<file path="src/rtl/wfs_pkg.sv">
package wfs_pkg;
   localparam int ST_W  = 10;
   localparam int IRQ_N = 3;

   typedef enum logic [ST_W-1:0] {
      ST_IDLE    = 10'h001,
      ST_CLEAR   = 10'h002,
      ST_PREP_A  = 10'h004,
      ST_PREP_B  = 10'h008,
      ST_RUN     = 10'h010,
      ST_EOF_W   = 10'h020,
      ST_SRST_W  = 10'h040,
      ST_EOF_D   = 10'h080,
      ST_SRST_D  = 10'h100,
      ST_DONE    = 10'h200
   } seq_state_t;

   localparam int IRQ_FRAME = 0;
   localparam int IRQ_DROP  = 1;
   localparam int IRQ_SRST  = 2;
endpackage

</file>
<file path="src/rtl/wfs_ctrl.sv">
module wfs_ctrl
   import wfs_pkg::*;
(
   input  logic       clk,
   input  logic       rst_n,
   input  logic       enable,
   input  logic       soft_rst,
   input  logic       frame_start,
   input  logic       frame_end,
   input  logic       eof_ack,
   output seq_state_t state
);
   seq_state_t nxt;
   logic       in_srst_path;

   assign in_srst_path = (state == ST_IDLE) || (state == ST_SRST_W) || (state == ST_SRST_D);

   always_comb begin
      nxt = state;
      if (soft_rst && !in_srst_path) begin
         nxt = ST_SRST_W;
      end else begin
         unique case (state)
            ST_IDLE:   if (!soft_rst && enable && frame_start) nxt = ST_CLEAR;
            ST_CLEAR:  nxt = ST_PREP_A;
            ST_PREP_A: nxt = ST_PREP_B;
            ST_PREP_B: nxt = ST_RUN;
            ST_RUN:    if (frame_end) nxt = ST_EOF_W;
            ST_EOF_W:  if (eof_ack) nxt = ST_EOF_D;
            ST_EOF_D:  nxt = ST_DONE;
            ST_DONE:   nxt = ST_IDLE;
            ST_SRST_W: nxt = ST_SRST_D;
            ST_SRST_D: nxt = ST_IDLE;
            default:   nxt = ST_IDLE;
         endcase
      end
   end

   always_ff @(posedge clk or negedge rst_n) begin
      if (!rst_n) state <= ST_IDLE;
      else        state <= nxt;
   end

   AST_STATUS_ONEHOT: assert property (@(posedge clk) disable iff (!rst_n)
      $countones(state) == 1);
   AST_PREP_ORDER: assert property (@(posedge clk) disable iff (!rst_n)
      (state == ST_CLEAR && !soft_rst) |=> (state == ST_PREP_A));
   AST_SRST_ENTRY: assert property (@(posedge clk) disable iff (!rst_n)
      (soft_rst && !in_srst_path) |=> (state == ST_SRST_W));
   AST_SRST_EXIT: assert property (@(posedge clk) disable iff (!rst_n)
      (state == ST_SRST_W) |=> (state == ST_SRST_D));
   AST_EOF_HOLD: assert property (@(posedge clk) disable iff (!rst_n)
      (state == ST_EOF_W && !eof_ack && !soft_rst) |=> (state == ST_EOF_W));
endmodule

</file>
<file path="src/rtl/wfs_scan.sv">
module wfs_scan #(
   parameter int COORD_W = 14,
   parameter int CNT_W   = 16
) (
   input  logic               clk,
   input  logic               rst_n,
   input  logic               clr,
   input  logic               run,
   input  logic               pix_valid,
   input  logic [COORD_W-1:0] src_w,
   input  logic [COORD_W-1:0] src_h,
   input  logic [COORD_W-1:0] clip_x,
   input  logic [COORD_W-1:0] clip_y,
   input  logic [COORD_W-1:0] clip_w,
   input  logic [COORD_W-1:0] clip_h,
   output logic               pix_fwd,
   output logic               frame_end,
   output logic [CNT_W-1:0]   line_cnt,
   output logic [CNT_W-1:0]   pix_cnt
);
   localparam int EXT_W = COORD_W + 1;

   logic [COORD_W-1:0] col_q, row_q;
   logic [EXT_W-1:0]   col_nx, row_nx, clip_xe, clip_ye;
   logic               in_col, in_row, clip_last, src_last, row_wrap, step;

   generate
      if (CNT_W < COORD_W) begin : g_bad_cnt
         $error("wfs_scan: CNT_W must be at least COORD_W");
      end
   endgenerate

   assign col_nx  = {1'b0, col_q} + EXT_W'(1);
   assign row_nx  = {1'b0, row_q} + EXT_W'(1);
   assign clip_xe = {1'b0, clip_x} + {1'b0, clip_w};
   assign clip_ye = {1'b0, clip_y} + {1'b0, clip_h};

   assign in_col    = (col_q >= clip_x) && ({1'b0, col_q} < clip_xe);
   assign in_row    = (row_q >= clip_y) && ({1'b0, row_q} < clip_ye);
   assign step      = run && pix_valid;
   assign pix_fwd   = step && in_col && in_row;
   assign row_wrap  = (col_nx >= {1'b0, src_w});
   assign clip_last = (col_nx == clip_xe) && (row_nx == clip_ye);
   assign src_last  = row_wrap && (row_nx >= {1'b0, src_h});
   assign frame_end = step && ((pix_fwd && clip_last) || src_last);

   always_ff @(posedge clk or negedge rst_n) begin
      if (!rst_n) begin
         col_q   <= '0;
         row_q   <= '0;
         pix_cnt <= '0;
      end else if (clr) begin
         col_q   <= '0;
         row_q   <= '0;
         pix_cnt <= '0;
      end else if (step) begin
         if (row_wrap) begin
            col_q <= '0;
            row_q <= row_q + COORD_W'(1);
         end else begin
            col_q <= col_q + COORD_W'(1);
         end
         if (pix_fwd) pix_cnt <= pix_cnt + CNT_W'(1);
      end
   end

   assign line_cnt = CNT_W'(row_q);

   AST_IDLE_COUNT: assert property (@(posedge clk) disable iff (!rst_n)
      (!run && !clr) |=> $stable(pix_cnt));
   AST_CLEAR_ZERO: assert property (@(posedge clk) disable iff (!rst_n)
      clr |=> (pix_cnt == '0 && line_cnt == '0));
   AST_FWD_STEP: assert property (@(posedge clk) disable iff (!rst_n)
      pix_fwd |-> (run && pix_valid));
endmodule

</file>
<file path="src/rtl/wfs_irq.sv">
module wfs_irq #(
   parameter int N = 3
) (
   input  logic         clk,
   input  logic         rst_n,
   input  logic [N-1:0] ev,
   input  logic [N-1:0] en,
   input  logic [N-1:0] clr,
   output logic [N-1:0] sta,
   output logic         irq
);
   generate
      for (genvar i = 0; i < N; i++) begin : g_bit
         always_ff @(posedge clk or negedge rst_n) begin
            if (!rst_n) sta[i] <= 1'b0;
            else        sta[i] <= (sta[i] & ~clr[i]) | (ev[i] & en[i]);
         end

         AST_MASKED_HOLD: assert property (@(posedge clk) disable iff (!rst_n)
            (!en[i] && !sta[i]) |=> !sta[i]);
         AST_W1C: assert property (@(posedge clk) disable iff (!rst_n)
            (clr[i] && !(ev[i] && en[i])) |=> !sta[i]);
      end
   endgenerate

   assign irq = |(sta & en);
endmodule

</file>
<file path="src/rtl/wdma_frame_seq.sv">
module wdma_frame_seq
   import wfs_pkg::*;
#(
   parameter int COORD_W = 14,
   parameter int CNT_W   = 16
) (
   input  logic               clk,
   input  logic               rst_n,
   input  logic               enable,
   input  logic               soft_rst,
   input  logic [2:0]         irq_en,
   input  logic [2:0]         irq_clr,
   input  logic               frame_start,
   input  logic               pix_valid,
   input  logic               eof_ack,
   input  logic [COORD_W-1:0] src_w,
   input  logic [COORD_W-1:0] src_h,
   input  logic [COORD_W-1:0] clip_x,
   input  logic [COORD_W-1:0] clip_y,
   input  logic [COORD_W-1:0] clip_w,
   input  logic [COORD_W-1:0] clip_h,
   output logic [9:0]         status,
   output logic               idle,
   output logic [2:0]         irq_sta,
   output logic               irq,
   output logic               pix_fwd,
   output logic [CNT_W-1:0]   line_cnt,
   output logic [CNT_W-1:0]   pix_cnt
);
   seq_state_t         state;
   logic               frame_end;
   logic [IRQ_N-1:0]   ev;

   generate
      if (COORD_W < 2 || COORD_W > 16) begin : g_bad_coord
         $error("wdma_frame_seq: COORD_W out of range");
      end
   endgenerate

   wfs_ctrl u_ctrl (
      .clk         (clk),
      .rst_n       (rst_n),
      .enable      (enable),
      .soft_rst    (soft_rst),
      .frame_start (frame_start),
      .frame_end   (frame_end),
      .eof_ack     (eof_ack),
      .state       (state)
   );

   wfs_scan #(.COORD_W(COORD_W), .CNT_W(CNT_W)) u_scan (
      .clk       (clk),
      .rst_n     (rst_n),
      .clr       (soft_rst || (state == ST_CLEAR)),
      .run       (state == ST_RUN),
      .pix_valid (pix_valid),
      .src_w     (src_w),
      .src_h     (src_h),
      .clip_x    (clip_x),
      .clip_y    (clip_y),
      .clip_w    (clip_w),
      .clip_h    (clip_h),
      .pix_fwd   (pix_fwd),
      .frame_end (frame_end),
      .line_cnt  (line_cnt),
      .pix_cnt   (pix_cnt)
   );

   always_comb begin
      ev            = '0;
      ev[IRQ_FRAME] = (state == ST_EOF_D) && !soft_rst;
      ev[IRQ_DROP]  = frame_start && enable && (state != ST_IDLE);
      ev[IRQ_SRST]  = (state == ST_SRST_W);
   end

   wfs_irq #(.N(IRQ_N)) u_irq (
      .clk   (clk),
      .rst_n (rst_n),
      .ev    (ev),
      .en    (irq_en),
      .clr   (irq_clr),
      .sta   (irq_sta),
      .irq   (irq)
   );

   assign status = state;
   assign idle   = (state == ST_IDLE);

   AST_DONE_IRQ: assert property (@(posedge clk) disable iff (!rst_n)
      (state == ST_EOF_D && !soft_rst && irq_en[0]) |=> irq_sta[0]);
   AST_IDLE_HELD: assert property (@(posedge clk) disable iff (!rst_n)
      (idle && soft_rst) |=> idle);
endmodule

</file>
<file path="config.mk">
export PLATFORM = sky130hd
export DESIGN_NAME = wdma_frame_seq
export DESIGN_NICKNAME = d
export VERILOG_FILES = /design/src/rtl/wfs_pkg.sv /design/src/rtl/wfs_ctrl.sv /design/src/rtl/wfs_scan.sv /design/src/rtl/wfs_irq.sv /design/src/rtl/wdma_frame_seq.sv
export SDC_FILE = /design/constraint.sdc
export NUM_CORES = 1
export LEC_CHECK = 0
export BUFFER_PORTS_ARGS = -buffer_cell sky130_fd_sc_hd__buf_4
export CORE_AREA = 2 2 128 130
export DETAILED_ROUTE_END_ITERATION = 16
export DIE_AREA = 0 0 130 132
export PLACE_DENSITY_LB_ADDON = 0.25
export SYNTH_ARGS = -nofsm -noshare
export SYNTH_HDL_FRONTEND = slang
export SYNTH_SLANG_ARGS = --single-unit
</file>
<file path="constraint.sdc">
create_clock -name clk -period 10.17 [get_ports clk]
set_input_delay 1.5255 -clock clk [delete_from_list [all_inputs] [get_ports clk]]
set_output_delay 1.5255 -clock clk [all_outputs]
set_load 0.005 [all_outputs]
</file>
# Word-level counts from Yosys, hierarchy flattened
# Index checks and enable logic that the tools add are counted.
# word_totals
ff_bits	57
inputBits	97
output_inout_bits	48
# op_classes
n_addsub	7
order_cmp	6
eq_ne	15
mux	14
n_bitwise	13
reduce_logical	28
# op_table
op	count
$mux W14	6
$pmux W10 S8	1
$mux W16	3
$mux W10	4
$add A14 B1 Y15 const B	2
$add A14 B14 Y15	2
$eq A15 B15 Y1	2
$ge A15 B14 Y1	2
$lt A14 B15 Y1	2
$add A14 B1 Y14 const B	2
$ge A14 B14 Y1	2
$add A16 B1 Y16 const B	1
$logic_and A1 B1 Y1	15
$eq A10 B1 Y1 const B	1
$eq A10 B2 Y1 const B	1
$eq A10 B3 Y1 const B	1
$eq A10 B4 Y1 const B	1
$eq A10 B5 Y1 const B	1
$eq A10 B6 Y1 const B	1
$eq A10 B7 Y1 const B	1
$eq A10 B8 Y1 const B	1
$eq A10 B9 Y1 const B	1
$ne A10 B1 Y1 const B	1
$and A1 B1 Y1	6
other kinds (12)	23

# Longest topological paths before layout
# Gate-level depths: netlist of the first run.
# logic_depth
word_depth	11
depth_mapped	18
ltp_nobuf	17

# Hierarchy
# Synthesis of the first run repeated with hierarchy kept, for this count alone.
# hier_totals
hier_cells	900
area_unflattened_um2	7390.8
# by_module_without_submodules
mod	n_inst	cells_each	area_per_inst_um2	seq_area_each_um2
wfs_scan	1	805	6537.5	1101.1
wfs_ctrl	1	65	599.3	251.5
wdma_frame_seq	1	16	127.6	0.0
wfs_irq	1	14	126.4	75.1

# Least setup slack after synthesis of the first run
# Ideal clock, no wire load.
# synth_timing
path_type	input to output
start	input clip_x[0]
end	output pix_fwd
arrival_time_ns	4.431
required_time_ns	8.645
setup_slack_ns	4.214
cell_stages	15
n_path_buf	1
cell_sequence	ha_1 fa_1 a211oi_1 o21ai_0 a31o_2 a21oi_1 xor2_1 ha_1 a21oi_1 o21ai_0 a21oi_1 a21o_1 a221o_1 and3_1 clkbuf_1
# synth_via
elab_chain_len	5
# synth_lines
item	line	rtl
start, declared	wdma_frame_seq.sv:18	input logic [COORD_W-1:0] clip_x,
$add A14 B14 Y15	wfs_scan.sv:35	assign clip_xe = {1'b0, clip_x} + {1'b0, clip_w};
$lt A14 B15 Y1	wfs_scan.sv:38	assign in_col = (col_q >= clip_x) && ({1'b0, col_q} < clip_xe);
$logic_and A1 B1 Y1 (*)	wfs_scan.sv:38	
$logic_and A1 B1 Y1 (*) (2 in a row)	wfs_scan.sv:41	assign pix_fwd = step && in_col && in_row;
end, declared	wdma_frame_seq.sv:26	output logic pix_fwd,
# Every way passes the cells marked *; elsewhere a longest branch is shown, timed or not.

# Worst setup path in the final report of the first run
# layout_timing
start	input clip_y[0]
end	output pix_fwd
# layout_via
elab_chain_len	4
# layout_lines
item	line	rtl
start, declared	wdma_frame_seq.sv:19	input logic [COORD_W-1:0] clip_y,
$add A14 B14 Y15	wfs_scan.sv:36	assign clip_ye = {1'b0, clip_y} + {1'b0, clip_h};
$lt A14 B15 Y1	wfs_scan.sv:39	assign in_row = (row_q >= clip_y) && ({1'b0, row_q} < clip_ye);
$logic_and A1 B1 Y1 (*)	wfs_scan.sv:39	
$logic_and A1 B1 Y1 (*)	wfs_scan.sv:41	
# Marks and branches as above.

==> results of run 1 <==
-- report_power, final --
| part | leakage [nW] | switching (W) | internal [W] |
|---|---|---|---|
| sequential | 0.791 | 0.00000971 | 0.000237 |
| combinational | 3.43 | 0.000148 | 0.000140 |
| clock | 0.169 | 0.000111 | 0.000244 |
-- stage by stage --
| step | hold slack [ns] | std cells | worst slack (ns) | area, um2 |
|---|---|---|---|---|
| floorplan | 0.518 | 842 | 4.21 | 6980 |
| global placement | 0.534 | 1183 | 3.70 | 8260 |
| detailed placement | 0.545 | 1183 | 3.68 | 8260 |
| CTS | 0.552 | 1198 | 3.66 | 8610 |
| global route | 0.584 | 1198 | 3.37 | 8610 |
| finish | 0.543 | 1198 | 3.63 | 8610 |
-- how the worst max path moves through the flow --
stage                   start  endpoint  slack (ns)
floorplan           clip_x[0]   pix_fwd        4.21
global placement    clip_y[0]   pix_fwd        3.70
detailed placement  clip_x[0]   pix_fwd        3.68
CTS                 clip_x[0]   pix_fwd        3.66
global route        clip_x[0]   pix_fwd        3.37
finish              clip_y[0]   pix_fwd        3.63
-- layout make-up --
cell class / count / area [um2] / share of cell area [%]
clock buffers: 10 / 239 / 2.78
clock inverters: 5 / 104 / 1.21
inverters: 80 / 300 / 3.49
multi-input cells: 684 / 5170 / 60.1
flip-flops and latches: 57 / 1430 / 16.6
well taps: 216 / 270 / 3.14
repair buffers: 146 / 1100 / 12.7
-- cells by family after synthesis --
logic type,synth area share (%)
AND/OR/NAND/NOR,19.6
AO/OA/AOI/OAI,16.6
adder cells (fa/ha/maj),21.2
XOR/XNOR,16.2
buffers and inverters,5.58
flip-flops,20.5
multiplexers,0.287
other,0.0537
-- worst register-to-register path, stage by stage (launching register included) --
cell,delay (ns)
dfrtp_1,0.54
nand4_1,0.25
or2_1,0.38
nor2_1,0.15
xor2_1,0.37
ha_1,0.34
nand4_1,0.09
nor2_1,0.05
a2111oi_0,0.52
nor2_1,0.11
o2111ai_1,0.26
nand3_1,0.49
inv_2,0.29
nand2_1,0.07
o21ai_0,0.14
-- flip-flops by register name, indices dropped and copies added (netlist names) --
signal / count
u_irq.sta: 3
u_ctrl.state: 10
u_scan.col_q: 14
u_scan.pix_cnt: 16
u_scan.row_q: 14
-- layout by cell type (no fill, tap or decap), types with 7 or more instances in the layout --
| cell type | synthesis | routed |
|---|---|---|
| o21a_1 | 7 | 7 |
| xor2_1 | 43 | 43 |
| xor3_1 | 8 | 8 |
| or3_1 | 8 | 8 |
| ha_1 | 115 | 115 |
| o21ai_0 | 37 | 37 |
| and3_1 | 10 | 10 |
| dfrtp_1 | 56 | 56 |
| buf_4 | 2 | 146 |
| nand2_1 | 61 | 61 |
| nor4_1 | 7 | 7 |
| nor2b_1 | 10 | 10 |
| a21o_1 | 14 | 14 |
| o21ai_1 | 11 | 11 |
| xnor2_1 | 45 | 45 |
| nor3_1 | 27 | 27 |
| a211oi_1 | 13 | 13 |
| nand3_1 | 35 | 35 |
| nand4_1 | 20 | 20 |
| a21oi_1 | 47 | 47 |
| clkbuf_16 | 0 | 9 |
| inv_1 | 79 | 79 |
| nor2_1 | 76 | 76 |
-- metal layers --
| layer | track usage (%) | share of wire [%] |
|---|---|---|
| met1 | 30.9 | 48 |
| met2 | 35.8 | 46 |
| met3 | 3.77 | 4.7 |
| met4 | 6.09 | 1.7 |
| met5 | 0 | 0 |
==> run summary, run 1 <==
r2r endpoint: u_scan.col_q[8]
synth cell count leaders: ha_1, inv_1, nor2_1, nand2_1, dfrtp_1
TritonCTS buffer count: 9
vias in the first global route: 6148
Finish-stage setup viols: 0
PortBufs: 142
Power, Total: 0.000890 W
Hold Path Class: flip-flop to flip-flop
Crit Path Max Fanout: 8
Ports: 145
WHS Endpoint: u_scan.pix_cnt[15]
Vias/cell: 5.39
gr ovfl total: 0
Synth Area per Inst: 8.30 um2
setup bufs post-CTS: 0
H-tree depth reported by CTS: 3
main flop type after synthesis: dfrtp_1
antenna diode count: 0
Die X-Extent: 130 um
r2r worst-path depth: 14
Crit path depth: 14
Seq cells post-synth: 57
Final Hold Viols: 0
via count: 6463
largest net degree at the start of global routing: 58
TritonCTS clock tree: done
Buf+Inv Stages, Crit Path: 2
placed wire-length estimate: 15.4 mm
EDFF count, synth: 0
Worst path slowest cell: a2111oi_0
CP cell instances: buf_4 -> ha_1 -> fa_1 -> a21oi_1 -> o2111ai_1 -> a2111oi_0 -> nor3_1 -> xnor2_1 -> ha_1 -> o2111a_1 -> o31ai_1 -> a221o_1 -> and3_1 -> buf_4
most common cell in the synthesized netlist: ha_1
Routed Antenna Nets: 0
arrival time worst endpoint: 5.01 ns
Sink Count: 57
Max-slew headroom: 47.4%
antenna violations before repair: 0
Ys Warns: 0
Max Cap Viol: 0
count of final max-slew check failures: 0
period utilization: 64.3%
Core ar.: 15700 um2
Max VDD drop: 82.7 uV
cells after synthesis: 841
CP required: 8.64 ns
RSZ-0062 raised after global routing: no
final WL: 18.7 mm
global-route wire length before repair: 30.5 mm
Root Buffer: clkbuf_16
Worst R2R Start: u_scan.col_q[2]
Least-Margin Pin Slew: 0.789 ns
final setup skew: 0.00767 ns
crit path launch type: primary input
post-synth top area cell: ha_1
layout cell share with drive strength beyond 1: 17.7%
fin nets: 1192
fin crit period: 6.54 ns
crit path capture type: primary output
Worst Hold Depth: 2
Post-CTS Resized: 0
Largest delay share family, worst path: compound AO/OA/AOI/OAI gates
P_leak: 4.39 nW
Cell Area, Synth: 6980 um2
Reg clk slew, reported paths: 0.05 ns
Max Clk Rate: 153 MHz
Worst-Skew Late Latency: 0.34 ns
largest cells by area after synthesis: ha_1, dfrtp_1, xnor2_1
crit-path max cell delay: 0.51 ns
post-synthesis sequential area ratio: 20.5%
Hold Buf Count CTS: 0
Setup TNS: 0 ns
status: finished, final reports clean
fill cell count: 1512
die area: 17200 um2
Area Growth Syn to Fin: 23.3%
kind of critical path: primary input to primary output
Pwr per Cell Area: 103 nW/um2
post-DR wirelength/cell: 15.6 um
drt first-iter violations: 345
min-delay src: u_scan.pix_cnt[15]
Initial Utilization: 44.4%
Final Util: 54.8%
distinct cell type count after synthesis: 71
DRT Pass-1 Iters: 5
Total Routing Usage GR: 22.3%
global placer's final weighted congestion: 0.873
Async S/R FF share, synth: 100%
R2R setup slack: 6.03 ns
proportion of netlist area held by the largest area contributor: 20.6%
Die Y: 132 um
DRC Markers: 0
std cell rows: 46
Clock Path Buffers: 2
(Power assumes the default switching activity.)
==> run 2: changes to the inputs <==
clock period = 6 ns   (was 10.17 ns; I/O delays follow)
==> run 2 against run 1 <==
Die area unchanged. Global-route usage up 0.089 points. Final cell count about the same. Hold slack worse by 0.0026 ns. Largest cell class unchanged. Critical endpoint unchanged.
==> run summary, run 2 (synthesized netlist as in run 1, its figures left out) <==
antenna diode count: 0 (unchanged)
GRT met1 Usage: 31.1% (+0.21 points)
cell-internal power: 0.000972 W (+56%)
Ports: 145 (unchanged)
Reg power frac: 29.0% (+1.3 points)
Pwr per Cell Area: 168 nW/um2 (+63%)
status: finished, final reports clean
Combinational Power Share: 33.9% (+1.5 points)
post-route worst setup slack: 0.743 ns (-2.89 ns)
Power, Total: 0.00144 W (+62%)
layout cell share with drive strength beyond 1: 17.8% (+0.084 points)
via count: 6455 (-0.12%)
Hold Path Class: flip-flop to flip-flop
register area: 1430 um2 (unchanged)
Hold Buf Count CTS: 0 (unchanged)
TritonCTS clock tree: done
global placer's final weighted congestion: 0.866 (-0.85%)
Multi-input gate area: 5170 um2 (unchanged)
Routed Antenna Nets: 0 (unchanged)
Max Clk Rate: 190 MHz
die area: 17200 um2 (unchanged)
std cell rows: 46 (unchanged)
GRT met3 Usage: 4.10% (+0.32 points)
drt first-iter violations: 302 (-12%)
Crit Path Max Fanout: 8 (unchanged)
gr ovfl total: 0 (unchanged)
Reg clk slew, reported paths: 0.05 ns (about the same)
post-DR wirelength/cell: 15.6 um (-0.39%)
Area Growth Syn to Fin: 22.8%
GRT busiest layer: met2
fill cell count: 1498 (-0.93%)
Net Sw Frac: 32.6% (+2.3 points)
DRT Pass-1 Iters: 5 (unchanged)
Worst-Skew Late Latency: 0.34 ns (about the same)
leading registers by flop count: u_scan.pix_cnt: 16 flops, u_scan.col_q: 14 flops, u_scan.row_q: 14 flops
final setup skew: 0.00812 ns (+0.000443 ns)
fin crit period: 5.26 ns
global-route wire length before repair: 30.7 mm (+0.66%)
PortBufs: 142 (unchanged)
arrival time worst endpoint: 4.36 ns (-0.65 ns)
net load switching power: 0.000469 W (+74%)
final WL: 18.7 mm (-0.31%)
most frequent cells in the layout: buf_4, ha_1, inv_1
Setup TNS: 0 ns (unchanged)
setup bufs post-CTS: 0 (unchanged)
Root Buffer: clkbuf_16
Max VDD drop: 134 uV (+62%)
DRC Markers: 0 (unchanged)
Final Hold Viols: 0 (unchanged)
Largest Register: u_scan.pix_cnt
H-tree depth reported by CTS: 3 (unchanged)
Max-slew headroom: 49.3% (+1.9 points)
period utilization: 87.6%
Vias/cell: 5.38 (-0.21%)
met2 usage: 35.6% (-0.23 points)
Max Cap Viol: 0 (unchanged)
TritonCTS buffer count: 9 (unchanged)
crit path capture type: primary output
largest net degree at the start of global routing: 58 (unchanged)
Total Routing Usage GR: 22.4% (+0.089 points)
Die X-Extent: 130 um (unchanged)
Core ar.: 15700 um2 (unchanged)
most common cell after layout, fill and taps aside: buf_4
Clock Path Buffers: 2 (unchanged)
fin nets: 1192 (unchanged)
vias in the first global route: 6259 (+1.8%)
Post-CTS Resized: 0 (unchanged)
Post-Place Setup Slack: 0.762 ns (-2.91 ns)
placed wire-length estimate: 15.3 mm (-0.61%)
antenna violations before repair: 0 (unchanged)
CP required: 5.10 ns (-3.54 ns)
count of final max-slew check failures: 0 (unchanged)
Largest register FFs: 16 (unchanged)
RSZ-0062 raised after global routing: no
crit path launch type: primary input
kind of critical path: primary input to primary output
clock network power share: 37.1% (-2.8 points)
Least-Margin Pin Slew: 0.760 ns (-0.0285 ns)
Die Y: 132 um (unchanged)
Initial Utilization: 44.4% (unchanged)
P_leak: 4.36 nW (-0.62%)
Sink Count: 57 (unchanged)
Finish-stage setup viols: 0 (unchanged)
## run 2: final timing paths
path | start | endpoint | slack [ns] | cells past startpoint
hold / removal | u_scan.pix_cnt[15] | u_scan.pix_cnt[15] | 0.54 | 2
max in group asynchronous | rst_n | u_scan.row_q[8] | 4.86 | 1
setup / recovery | clip_x[0] | pix_fwd | 0.74 | 16
min in group asynchronous | rst_n | u_scan.col_q[9] | 0.63 | 1
hold reg to reg | u_scan.pix_cnt[15] | u_scan.pix_cnt[15] | 0.54 | 2
setup reg to reg | u_scan.col_q[2] | u_scan.col_q[8] | 1.94 | 14
## run 2: area by class of cell
cell class                 count  area share (%)
timing repair buffer         146            12.8
clock inverter                 6           0.774
tap                          216            3.15
multi-input combinational    684            60.3
sequential                    57            16.7
clock buffer                  10            2.79
inverter                      80            3.50
## run 2: worst max-delay path: stages
cell and delay [ns]:
buf_4 0.12, ha_1 0.22, fa_1 0.42, a211oi_1 0.26, o21ai_0 0.19, a31o_2 0.26
a21oi_1 0.24, xor2_1 0.11, ha_1 0.30, a21oi_1 0.06, o21ai_0 0.15, a21oi_1 0.09
a21o_1 0.19, a221o_1 0.35, and3_1 0.30, buf_4 0.19
## run 2: stage by stage
step | area [um2] | utilization [%] | hold WS [ns] | instances
floorplan | 6980 | - | 0.518 | 842
global placement | 8260 | 52.6 | 0.535 | 1183
detailed placement | 8260 | 52.6 | 0.535 | 1183
CTS | 8570 | 54.5 | 0.552 | 1199
global route | 8570 | 54.5 | 0.581 | 1199
finish | 8570 | 54.5 | 0.541 | 1199
## run 2: per-layer routing
metal	wire, um	vias to the layer above
met4	350	0
met3	1000	28
li1	-	3270
met5	0	-
met2	8440	185
met1	8880	2972
## run 2: power groups by stage
stage	clock [W]	sequential [W]	combinational (W)
CTS	0.000541	0.000418	0.000490
finish	0.000534	0.000418	0.000489
detailed placement	0	0.000425	0.000487
floorplan	0	0.000423	0.000321
global route	0.000556	0.000421	0.000551
global placement	0	0.000424	0.000484
==> run 3: changes to the inputs <==
CORE_AREA = 2 2 147 113   (was 2 2 128 130)
DIE_AREA = 0 0 149 115   (was 0 0 130 132)
GPL_ROUTABILITY_DRIVEN = 0   (was unset)
PLACE_DENSITY = 0.75   (was unset)
PLACE_DENSITY_LB_ADDON = unset   (was 0.25)
==> run 3 against run 2 <==
Routed wire length increased by 2.5%. Worst setup slack got worse by 0.12 ns. Maximum frequency decreased by 2.3%. Core utilization decreased by 0.31 points.
==> run summary, run 3 (synthesized netlist as in run 1, its figures left out) <==
Worst R2R Start: u_scan.col_q[2]
leading registers by flop count: u_scan.pix_cnt: 16 flops, u_scan.col_q: 14 flops, u_scan.row_q: 14 flops
count of final max-slew check failures: 0 (unchanged)
R2R setup slack: 1.84 ns (-0.10 ns)
Ports: 145 (unchanged)
post-DR wirelength/cell: 16.0 um (+3.0%)
Initial Utilization: 44.4% (about the same)
Reg power frac: 30.4% (+1.4 points)
post-route worst setup slack: 0.620 ns (-0.123 ns)
DRT Pass-1 Iters: 5 (unchanged)
P_leak: 4.35 nW (-0.21%)
Max Cap Viol: 0 (unchanged)
Max Clk Rate: 186 MHz (-2.3%)
Pwr per Cell Area: 162 nW/um2 (-3.9%)
TritonCTS clock tree: done
period utilization: 89.7% (+2.0 points)
Least-Margin Pin Slew: 0.757 ns (-0.00381 ns)
r2r endpoint: u_scan.col_q[8]
cell-internal power: 0.000916 W (-5.7%)
Post-Place Setup Slack: 0.767 ns (+0.00411 ns)
net load switching power: 0.000461 W (-1.8%)
crit path launch type: primary input
Reg clk slew, reported paths: 0.05 ns (about the same)
Hold Path Class: flip-flop to flip-flop
fin nets: 1192 (unchanged)
Clock Path Buffers: 2 (unchanged)
most common cell after layout, fill and taps aside: buf_4
status: finished, final reports clean
Power, Total: 0.00138 W (-4.4%)
final WL: 19.1 mm (+2.5%)
fill cell count: 1536 (+2.5%)
CP cell instances: buf_4 -> ha_1 -> fa_1 -> a21oi_1 -> o211ai_1 -> o41ai_1 -> xor2_1 -> ha_1 -> a21oi_1 -> o21ai_0 -> o2111a_1 -> o31ai_1 -> a221o_1 -> and3_1 -> buf_4
Finish-stage setup viols: 0 (unchanged)
r2r worst-path depth: 14 (unchanged)
Sink Count: 57 (unchanged)
die area: 17100 um2 (-0.15%)
min-delay src: u_scan.pix_cnt[15]
std cell rows: 40 (-13%)
Max VDD drop: 97.2 uV (-28%)
setup bufs post-CTS: 0 (unchanged)
Final Util: 54.2% (-0.31 points)
Largest register FFs: 16 (unchanged)
Total Routing Usage GR: 22.7% (+0.29 points)
global-route wire length before repair: 31.0 mm (+0.95%)
Setup TNS: 0 ns (unchanged)
CP required: 5.10 ns (about the same)
Core ar.: 15700 um2 (about the same)
largest net degree at the start of global routing: 58 (unchanged)
vias in the first global route: 6119 (-2.2%)
via count: 6515 (+0.93%)
WHS Endpoint: u_scan.pix_cnt[15]
Max-slew headroom: 49.6% (+0.25 points)
gr ovfl total: 0 (unchanged)
Worst path slowest cell: fa_1
Worst-Skew Late Latency: 0.33 ns (about the same)
Buf+Inv Stages, Crit Path: 2 (unchanged)
DRC Markers: 0 (unchanged)
drt first-iter violations: 407 (+35%)
Worst Hold Depth: 2 (unchanged)
arrival time worst endpoint: 4.48 ns (+0.12 ns)
Routed Antenna Nets: 0 (unchanged)
layout cell share with drive strength beyond 1: 17.7% (-0.10 points)
crit-path max cell delay: 0.44 ns (+0.02 ns)
Combinational Power Share: 36.1% (+2.2 points)
Largest Register: u_scan.pix_cnt
Die X-Extent: 149 um (+15%)
Post-CTS Resized: 0 (unchanged)
post-route insts no fill: 1193 (-0.50%)
Final Hold Viols: 0 (unchanged)
H-tree depth reported by CTS: 3 (unchanged)
final setup skew: 0.00634 ns (-0.00178 ns)
Net Sw Frac: 33.4% (+0.90 points)
placed cells: 1177 (-0.51%)
Hold Buf Count CTS: 0 (unchanged)
clock network power share: 33.5% (-3.6 points)
RSZ-0062 raised after global routing: no
most frequent cells in the layout: buf_4, ha_1, inv_1
antenna violations before repair: 0 (unchanged)
Crit Path Max Fanout: 3 (-5)
placed wire-length estimate: 15.6 mm (+2.3%)
Largest delay share family, worst path: compound AO/OA/AOI/OAI gates
crit path capture type: primary output
Die Y: 115 um (-13%)
Root Buffer: clkbuf_16
PortBufs: 142 (unchanged)
TritonCTS buffer count: 9 (unchanged)
antenna diode count: 0 (unchanged)
Area Growth Syn to Fin: 22.1%
Vias/cell: 5.46 (+1.4%)
fin crit period: 5.38 ns (+0.123 ns)
kind of critical path: primary input to primary output
-- run 3: how the worst max path moves through the flow --
stage               to  cells past startpoint  slack [ns]  startpoint
6_report       pix_fwd                     15        0.62   clip_y[0]
2_1_floorplan  pix_fwd                     15        1.29   clip_x[0]
5_1_grt        pix_fwd                     15        0.37   clip_y[0]
3_5_place_dp   pix_fwd                     15        0.77   clip_y[0]
4_1_cts        pix_fwd                     15        0.73   clip_y[0]
3_3_place_gp   pix_fwd                     16        0.85   clip_x[0]
-- run 3: area by class of cell --
| type | instances | area (um2) | area share [%] |
|---|---|---|---|
| clock buffers | 10 | 229 | 2.69 |
| clock inverters | 6 | 36.3 | 0.426 |
| well taps | 210 | 263 | 3.08 |
| inverters | 80 | 300 | 3.52 |
| repair buffers | 146 | 1100 | 12.9 |
| flip-flops and latches | 57 | 1430 | 16.8 |
| multi-input cells | 684 | 5170 | 60.7 |
-- run 3: power by group through the flow --
stage	registers [W]	logic (W)	clock network, W
final	0.000419	0.000497	0.000461
after global routing	0.000421	0.000558	0.000488
after CTS	0.000419	0.000497	0.000468
after detailed placement	0.000425	0.000492	0
after global placement	0.000425	0.000485	0
after floorplan	0.000423	0.000321	0
-- run 3: metal layers --
metal  vias to the layer above  share of wire (%)  track usage (%)
li1                       3275                  -                -
met1                      2986                 49             34.2
met2                       230                 42             33.2
met3                        24                7.9             4.33
met4                         0                1.5             5.78
met5                         -                  0                0
-- run 3: worst reg2reg max path: stages, from the launching register on --
cell	delay, ns
dfrtp_1	0.53
nand4_1	0.26
or2_1	0.38
nor2_1	0.14
xor2_1	0.31
ha_1	0.34
nand4_1	0.10
nor2_1	0.08
a2111oi_0	0.45
nor2_1	0.15
o2111ai_1	0.26
nand3_1	0.53
inv_2	0.31
nand2_1	0.07
o21ai_0	0.16
-- run 3: stage by stage --
stage	instance area, um2	hold slack (ns)
5_1_grt	8520	0.589
6_report	8520	0.551
2_1_floorplan	6980	0.518
3_3_place_gp	8260	0.543
3_5_place_dp	8260	0.542
4_1_cts	8520	0.558
